--- src/rtl/esd_pkg.sv ---
`timescale 1ns/1ps
package esd_pkg;

    typedef enum logic [1:0] {
        EDGE_WAIT = 2'd0,
        EDGE_LOW  = 2'd1,
        EDGE_HIGH = 2'd2
    } edge_state_t;

    typedef enum logic [1:0] {
        FILL_EMPTY = 2'd0,
        FILL_ONE   = 2'd1,
        FILL_MULTI = 2'd2
    } fill_state_t;

    localparam int PATH_DIRECT    = 0;
    localparam int PATH_PRESCALED = 1;
    localparam int NUM_PATHS      = 2;

endpackage

--- src/rtl/esd_timebase.sv ---
`timescale 1ns/1ps
module esd_timebase #(
    parameter int CNT_W = 16
) (
    input  logic             clk,
    input  logic             rst_n,
    input  logic             tick_en,
    output logic [CNT_W-1:0] count
);

    always_ff @(posedge clk) begin
        if (!rst_n) begin
            count <= '1;
        end else if (tick_en) begin
            count <= count - CNT_W'(1);
        end
    end

    assert_tick_dec_R2: assert property (@(posedge clk) disable iff (!rst_n)
        tick_en |=> count == CNT_W'($past(count) - CNT_W'(1)));

    assert_tick_hold_R2: assert property (@(posedge clk) disable iff (!rst_n)
        !tick_en |=> $stable(count));

endmodule

--- src/rtl/esd_edge_fsm.sv ---
`timescale 1ns/1ps
module esd_edge_fsm
    import esd_pkg::*;
(
    input  logic clk,
    input  logic rst_n,
    input  logic sig_in,
    output logic rise
);

    logic [1:0]  sync_q;
    edge_state_t state_q, state_d;

    // two-flop synchroniser, preset high so a level present at reset is not an edge
    always_ff @(posedge clk) begin
        if (!rst_n) begin
            sync_q <= 2'b11;
        end else begin
            sync_q <= {sync_q[0], sig_in};
        end
    end

    always_ff @(posedge clk) begin
        if (!rst_n) begin
            state_q <= EDGE_WAIT;
        end else begin
            state_q <= state_d;
        end
    end

    always_comb begin
        state_d = state_q;
        unique case (state_q)
            EDGE_WAIT: state_d = sync_q[1] ? EDGE_HIGH : EDGE_LOW;
            EDGE_LOW:  if (sync_q[1])  state_d = EDGE_HIGH;
            EDGE_HIGH: if (!sync_q[1]) state_d = EDGE_LOW;
            default:   state_d = EDGE_WAIT;
        endcase
    end

    always_ff @(posedge clk) begin
        if (!rst_n) begin
            rise <= 1'b0;
        end else begin
            rise <= (state_q == EDGE_LOW) && sync_q[1];
        end
    end

    assert_single_pulse_R10: assert property (@(posedge clk) disable iff (!rst_n)
        rise |=> !rise);

    assert_pulse_from_low_R10: assert property (@(posedge clk) disable iff (!rst_n)
        rise |-> (state_q == EDGE_HIGH));

endmodule

--- src/rtl/esd_prescaler.sv ---
`timescale 1ns/1ps
module esd_prescaler #(
    parameter int PRESCALE = 32
) (
    input  logic clk,
    input  logic rst_n,
    input  logic clr,
    input  logic rise,
    output logic strobe
);

    generate
        if (PRESCALE <= 1) begin : g_bypass
            assign strobe = rise;
        end else begin : g_count
            localparam int CW = $clog2(PRESCALE);
            localparam logic [CW-1:0] LAST = CW'(PRESCALE - 1);

            logic [CW-1:0] edge_cnt;

            always_ff @(posedge clk) begin
                if (!rst_n || clr) begin
                    edge_cnt <= '0;
                end else if (rise) begin
                    edge_cnt <= (edge_cnt == LAST) ? '0 : edge_cnt + CW'(1);
                end
            end

            assign strobe = rise && !clr && (edge_cnt == LAST);

            assert_cnt_range_R6: assert property (@(posedge clk) disable iff (!rst_n)
                edge_cnt <= LAST);

            assert_restart_R6: assert property (@(posedge clk) disable iff (!rst_n)
                strobe |=> edge_cnt == '0);

            assert_clear_cnt_R9: assert property (@(posedge clk) disable iff (!rst_n)
                clr |=> edge_cnt == '0);
        end
    endgenerate

endmodule

--- src/rtl/esd_ring.sv ---
`timescale 1ns/1ps
module esd_ring
    import esd_pkg::*;
#(
    parameter int CNT_W = 16,
    parameter int DEPTH = 6
) (
    input  logic                       clk,
    input  logic                       rst_n,
    input  logic                       clr,
    input  logic                       we,
    input  logic [CNT_W-1:0]           stamp,
    output logic [CNT_W-1:0]           newest,
    output logic [CNT_W-1:0]           older,
    output logic [CNT_W-1:0]           period,
    output logic [$clog2(DEPTH+1)-1:0] count,
    output logic                       valid
);

    localparam int PW = (DEPTH > 1) ? $clog2(DEPTH) : 1;
    localparam int CW = $clog2(DEPTH + 1);
    localparam logic [PW-1:0] LAST_IDX = PW'(DEPTH - 1);
    localparam logic [CW-1:0] FULL_CNT = CW'(DEPTH);

    logic [CNT_W-1:0] slots [DEPTH];
    logic [PW-1:0]    wr_ptr;
    logic [PW-1:0]    new_idx, old_idx;
    fill_state_t      state_q, state_d;
    logic             do_write;

    assign do_write = we && !clr;

    always_ff @(posedge clk) begin
        if (!rst_n) begin
            for (int i = 0; i < DEPTH; i++) begin
                slots[i] <= '0;
            end
        end else if (do_write) begin
            slots[wr_ptr] <= stamp;
        end
    end

    always_ff @(posedge clk) begin
        if (!rst_n || clr) begin
            wr_ptr <= '0;
            count  <= '0;
        end else if (do_write) begin
            wr_ptr <= (wr_ptr == LAST_IDX) ? '0 : wr_ptr + PW'(1);
            if (count != FULL_CNT) begin
                count <= count + CW'(1);
            end
        end
    end

    always_ff @(posedge clk) begin
        if (!rst_n) begin
            state_q <= FILL_EMPTY;
        end else begin
            state_q <= state_d;
        end
    end

    always_comb begin
        state_d = state_q;
        if (clr) begin
            state_d = FILL_EMPTY;
        end else begin
            unique case (state_q)
                FILL_EMPTY: if (we) state_d = FILL_ONE;
                FILL_ONE:   if (we) state_d = FILL_MULTI;
                FILL_MULTI: state_d = FILL_MULTI;
                default:    state_d = FILL_EMPTY;
            endcase
        end
    end

    always_comb begin
        new_idx = (wr_ptr == '0) ? LAST_IDX : wr_ptr - PW'(1);
        old_idx = (new_idx == '0) ? LAST_IDX : new_idx - PW'(1);
        newest  = slots[new_idx];
        older   = slots[old_idx];
        valid   = (state_q == FILL_MULTI);
        period  = valid ? (older - newest) : '0;
    end

    assert_ptr_wrap_R3: assert property (@(posedge clk) disable iff (!rst_n)
        (do_write && wr_ptr == LAST_IDX) |=> wr_ptr == '0);

    assert_count_sat_R3: assert property (@(posedge clk) disable iff (!rst_n)
        count <= FULL_CNT);

    assert_valid_two_R5: assert property (@(posedge clk) disable iff (!rst_n)
        valid |-> count >= CW'(2));

    assert_stamp_stored_R1: assert property (@(posedge clk) disable iff (!rst_n)
        do_write |=> newest == $past(stamp));

    assert_clear_empty_R9: assert property (@(posedge clk) disable iff (!rst_n)
        clr |=> (count == '0 && !valid));

endmodule

--- src/rtl/edge_stamp_dual.sv ---
`timescale 1ns/1ps
module edge_stamp_dual
    import esd_pkg::*;
#(
    parameter int CNT_W       = 16,
    parameter int DEPTH       = 6,
    parameter int PRESCALE    = 32,
    parameter int RANGE_TICKS = 218
) (
    input  logic                       clk,
    input  logic                       rst_n,
    input  logic                       tick_en,
    input  logic                       sig_in,
    input  logic                       clr,
    input  logic                       rd_path,
    output logic [CNT_W-1:0]           rd_newest,
    output logic [CNT_W-1:0]           rd_older,
    output logic [CNT_W-1:0]           rd_period,
    output logic [$clog2(DEPTH+1)-1:0] rd_count,
    output logic                       rd_valid,
    output logic                       use_prescaled
);

    localparam int CW = $clog2(DEPTH + 1);
    localparam logic [CNT_W-1:0] RANGE_LIM = CNT_W'(RANGE_TICKS);

    logic [CNT_W-1:0] tb_count;
    logic             rise;
    logic             pre_strobe;
    logic             path_we     [NUM_PATHS];
    logic [CNT_W-1:0] path_newest [NUM_PATHS];
    logic [CNT_W-1:0] path_older  [NUM_PATHS];
    logic [CNT_W-1:0] path_period [NUM_PATHS];
    logic [CW-1:0]    path_count  [NUM_PATHS];
    logic             path_valid  [NUM_PATHS];

    esd_timebase #(.CNT_W(CNT_W)) u_timebase (
        .clk     (clk),
        .rst_n   (rst_n),
        .tick_en (tick_en),
        .count   (tb_count)
    );

    esd_edge_fsm u_edge (
        .clk    (clk),
        .rst_n  (rst_n),
        .sig_in (sig_in),
        .rise   (rise)
    );

    esd_prescaler #(.PRESCALE(PRESCALE)) u_prescale (
        .clk    (clk),
        .rst_n  (rst_n),
        .clr    (clr),
        .rise   (rise),
        .strobe (pre_strobe)
    );

    assign path_we[PATH_DIRECT]    = rise;
    assign path_we[PATH_PRESCALED] = pre_strobe;

    generate
        for (genvar g = 0; g < NUM_PATHS; g++) begin : g_path
            esd_ring #(.CNT_W(CNT_W), .DEPTH(DEPTH)) u_ring (
                .clk    (clk),
                .rst_n  (rst_n),
                .clr    (clr),
                .we     (path_we[g]),
                .stamp  (tb_count),
                .newest (path_newest[g]),
                .older  (path_older[g]),
                .period (path_period[g]),
                .count  (path_count[g]),
                .valid  (path_valid[g])
            );
        end
    endgenerate

    always_comb begin
        rd_newest     = path_newest[rd_path];
        rd_older      = path_older[rd_path];
        rd_period     = path_period[rd_path];
        rd_count      = path_count[rd_path];
        rd_valid      = path_valid[rd_path];
        use_prescaled = path_valid[PATH_DIRECT] && (path_period[PATH_DIRECT] < RANGE_LIM);
    end

    assert_same_stamp_R7: assert property (@(posedge clk) disable iff (!rst_n)
        (pre_strobe && !clr) |=> path_newest[PATH_PRESCALED] == path_newest[PATH_DIRECT]);

    assert_prescaled_only_on_edge_R6: assert property (@(posedge clk) disable iff (!rst_n)
        pre_strobe |-> rise);

endmodule

--- config.mk ---
export PLATFORM = sky130hd
export DESIGN_NAME = edge_stamp_dual
export DESIGN_NICKNAME = d
export VERILOG_FILES = /design/src/rtl/esd_pkg.sv /design/src/rtl/esd_timebase.sv /design/src/rtl/esd_edge_fsm.sv /design/src/rtl/esd_prescaler.sv /design/src/rtl/esd_ring.sv /design/src/rtl/edge_stamp_dual.sv
export SDC_FILE = /design/constraint.sdc
export NUM_CORES = 1
export LEC_CHECK = 0
export ABC_AREA = 1
export BUFFER_PORTS_ARGS = -buffer_cell sky130_fd_sc_hd__buf_2
export CORE_MARGIN = 5
export CORE_UTILIZATION = 30
export DETAILED_ROUTE_END_ITERATION = 16
export PLACE_DENSITY = 0.41
export SLEW_MARGIN = 30
export SYNTH_ARGS = -nofsm -noshare
export SYNTH_HDL_FRONTEND = slang
export SYNTH_HIERARCHICAL = 1
export SYNTH_SLANG_ARGS = --single-unit
export TNS_END_PERCENT = 50
--- constraint.sdc ---
create_clock -name clk -period 4.8 [get_ports clk]
set_clock_uncertainty 0.15 [all_clocks]
set_input_delay 0.24 -clock clk [delete_from_list [all_inputs] [get_ports clk]]
set_output_delay 0.24 -clock clk [all_outputs]
set_load 0.05 [all_outputs]
==> out/metrics.yaml <==
outcome: "completed"
min_period_ns: 4.69
synth_common_cells: "nand2_1 (532), inv_1 (311), nor2_1 (309), edfxtp_1 (256), o21ai_0 (186)"
core-area_um2: 64200
routed_via_density: 4.97
synth_top_area_frac: 0.396
cp_slowest_cell: "ha_1"
synth_enable_flop_cells: 256
min-delay-path-class: "flip-flop to flip-flop"
synthFlopType: "edfxtp_1"
rsz0062_at_grt: "yes"
internal_power_mw: 4.62
synth.most_common_cell: "nand2_1"
maxCapViolations: 0
setup_viol: 0
grt_pass1_vias: 15900
synth.avg_cell_area_um2: 8.04
criticalPathCategory: "flip-flop to output pin"
power_density_nw_per_um2: 269
start_kind: "flip-flop"
ir_drop_uv: 196
die_w_um: 264
crit_required_ns: 4.41
max_stage_delay_ns: 0.50
antenna_cells: 0
seqPwrFrac: 0.467
vias: 16800
remaining_drc_errors: 0
root_buffer: "clkbuf_16"
crit_fanout: 9
slew-limit-headroom: 0.353
fp-row-count: 93
grt_pass1_wl_um: 100000
start_util: 0.302
finalNetCount: 2556
dp.cells: 3272
grt_max_degree: 70
dp_hpwl_um: 48700
synth_cell_type_count: 60
worstSkewPairLatency_ns: 0.54
critical_path.cell_chain: "nor2_4 -> ha_2 -> nand2_4 -> buf_4 -> nand2_4 -> buf_4 -> a32oi_1 -> inv_1 -> ha_1 -> nand2_1 -> nor2_1 -> nor3b_1 -> nand2_1 -> a21oi_1 -> nor2_1 -> mux2_4 -> buf_2"
synth_fp_nets: 2461
crit_arrival_ns: 4.30
synthXorXnorAreaFrac: 0.00316
muxShareOfSynthArea: 0.0408
synth.area.top_cells: "edfxtp_1 (40%), nand2_1 (10%), inv_1 (6.0%)"
numPortBuffers: 58
finalHoldViolCount: 0
yosys.area_share.adder: 0.0285
io_pins: 59
synth_warnings: 6
antenna_left: 0
synth-async-reset-ratio: 0
slew_violations: 0
ys_seq_elements: 298
p_comb_frac: 0.110
gr-total-overflow: 0
synth_top_family_by_area: "simple AND/OR/NAND/NOR gates"
wl_per_cell_um: 20.4
final.period_utilization: 0.977
final_layout_size_suffix_gt1_frac: 0.202
p_clk_frac: 0.424
power.switching_mw: 1.59
fin_cells: 3386
gp_congestion: 0.844
switching_share: 0.256
worst_pin_slew_ns: 0.969
drtIter0Drc: 1208
fmaxAchievable_mhz: 213
syn_inst: 2412
clk_pin_slew_worst_paths_ns: 0.05
ys_seq_area_frac: 0.440
synth_area_leader_cell: "edfxtp_1"
cts_made_buffers: 37
postLayoutCoreUtil: 0.359
synth_compound_area_frac: 0.131
tritoncts: "built"
fillers: 6698
area_growth_pct: 18.9
die_area_um2: 69800
drtPass1Iterations: 6
die_h_um: 264
yosys.area_share.simple: 0.256
end_kind: "output pin"
p_leak_nw: 10.3
htree_num_levels: 2
wl_um: 69200
fin_setup_tns_ns: 0
cts.sinks: 298
antenna_found_initial: 0
cts.path.max_buffers: 3
grt_usage: 0.188
syn_area_um2: 19400
worst max-delay path: cells and delay by family (launching register included):
| kind | cells | cell delay (ns) |
|---|---|---|
| simple gates | 8 | 1.14 |
| fa+ha+maj | 2 | 0.81 |
| buf+inv | 4 | 0.81 |
| compound gates | 2 | 0.38 |
| flops | 1 | 0.34 |
| mux | 1 | 0.27 |
registers in the layout, indices dropped and copies added (netlist names):
name	cells
g_path.u_ring/count	6
u_edge/rise	1
u_timebase/count	16
g_path.u_ring/slots	256
g_path.u_ring/wr_ptr	6
g_path.u_ring/state_q	4
u_prescale/g_count.edge_cnt	5
u_edge/state_q	2
u_edge/sync_q	2
power by group through the flow:
stage / Sequential (mW) / Clock (mW) / Combinational, mW
after CTS: 2.90 / 2.71 / 0.616
after floorplan: 2.94 / 0 / 0.422
after global routing: 2.90 / 2.82 / 0.739
after global placement: 2.95 / 0 / 0.603
final: 2.90 / 2.63 / 0.681
after detailed placement: 2.95 / 0 / 0.602
per-stage QoR:
stage | area (µm²) | power [mW] | setup WS (ns) | hold slack (ns)
2_1_floorplan | 19400 | 3.36 | 0.0535 | 0.159
3_3_place_gp | 20600 | 3.55 | 0.207 | 0.232
3_5_place_dp | 20600 | 3.55 | 0.135 | 0.243
4_1_cts | 22000 | 6.22 | 0.00479 | 0.234
5_1_grt | 23100 | 6.46 | -0.0419 | 0.277
6_report | 23100 | 6.21 | 0.109 | 0.252
cell type report:
class | instances | area [µm²] | share of cell area
Multi-Input combinational cell | 1659 | 9520 | 0.413
Sequential cell | 298 | 8540 | 0.370
Timing Repair inverter | 1 | 5.00 | 0.000217
Clock inverter | 17 | 134 | 0.00580
Timing Repair Buffer | 171 | 1530 | 0.0662
Tap cell | 855 | 1070 | 0.0464
Clock buffer | 46 | 970 | 0.0420
Inverter | 339 | 1300 | 0.0562
routing by layer:
layer | part of all wire | wire length (µm) | track usage
met1 | 0.48 | 33300 | 0.272
met2 | 0.45 | 30800 | 0.296
met3 | 0.054 | 3730 | 0.0304
met4 | 0.020 | 1370 | 0.0420
met5 | 0 | 0 | 0
layout by cell type (no fill, tap or decap), types with 25 or more instances in the layout:
master	n
dfxtp_1	38
mux2_4	46
nor2_1	301
inv_1	296
nand2_1	517
nand3_2	25
nand3_1	142
o211ai_1	55
edfxtp_1	256
buf_2	51
buf_4	83
nand2_2	50
clkbuf_16	42
inv_2	35
o21ai_0	174
a21oi_1	75
final timing paths:
check,startpoint,to,slack (ns),cells after the start
min reg2reg,u_edge/sync_q[0]$_SDFF_PN1_,u_edge/sync_q[1]$_SDFF_PN1_,0.25,2
min,u_edge/sync_q[0]$_SDFF_PN1_,u_edge/sync_q[1]$_SDFF_PN1_,0.25,2
max reg2reg,u_prescale/g_count.edge_cnt[0]$_SDFFE_PP0P_,g_path[1].u_ring/slots[2][12]$_SDFFCE_PN0P_,0.91,16
max,g_path[1].u_ring/wr_ptr[0]$_SDFFE_PP0P_,rd_period[13],0.11,17
timing repair:
action                                  in CTS  in global routing
endpoints found under the setup margin      13                 13
gates resized for setup                     44                142
setup buffers                                7                 31
pin swaps                                    2                 35
hold buffers                                 4                  0
endpoints found under the hold margin        6                  0
gates cloned                                 1                  7
logic make-up (layout without fill, tap and decap cells):
group,after synthesis,count (layout)
DFF,298,298
adders and majority gates,43,43
buffers and inverters,456,574
AOI/OAI and AO/OA,430,430
xor gates and xnor gates,7,7
muxes,55,55
and+or+nand+nor,1123,1124
Power figures use the tool's default switching activity.
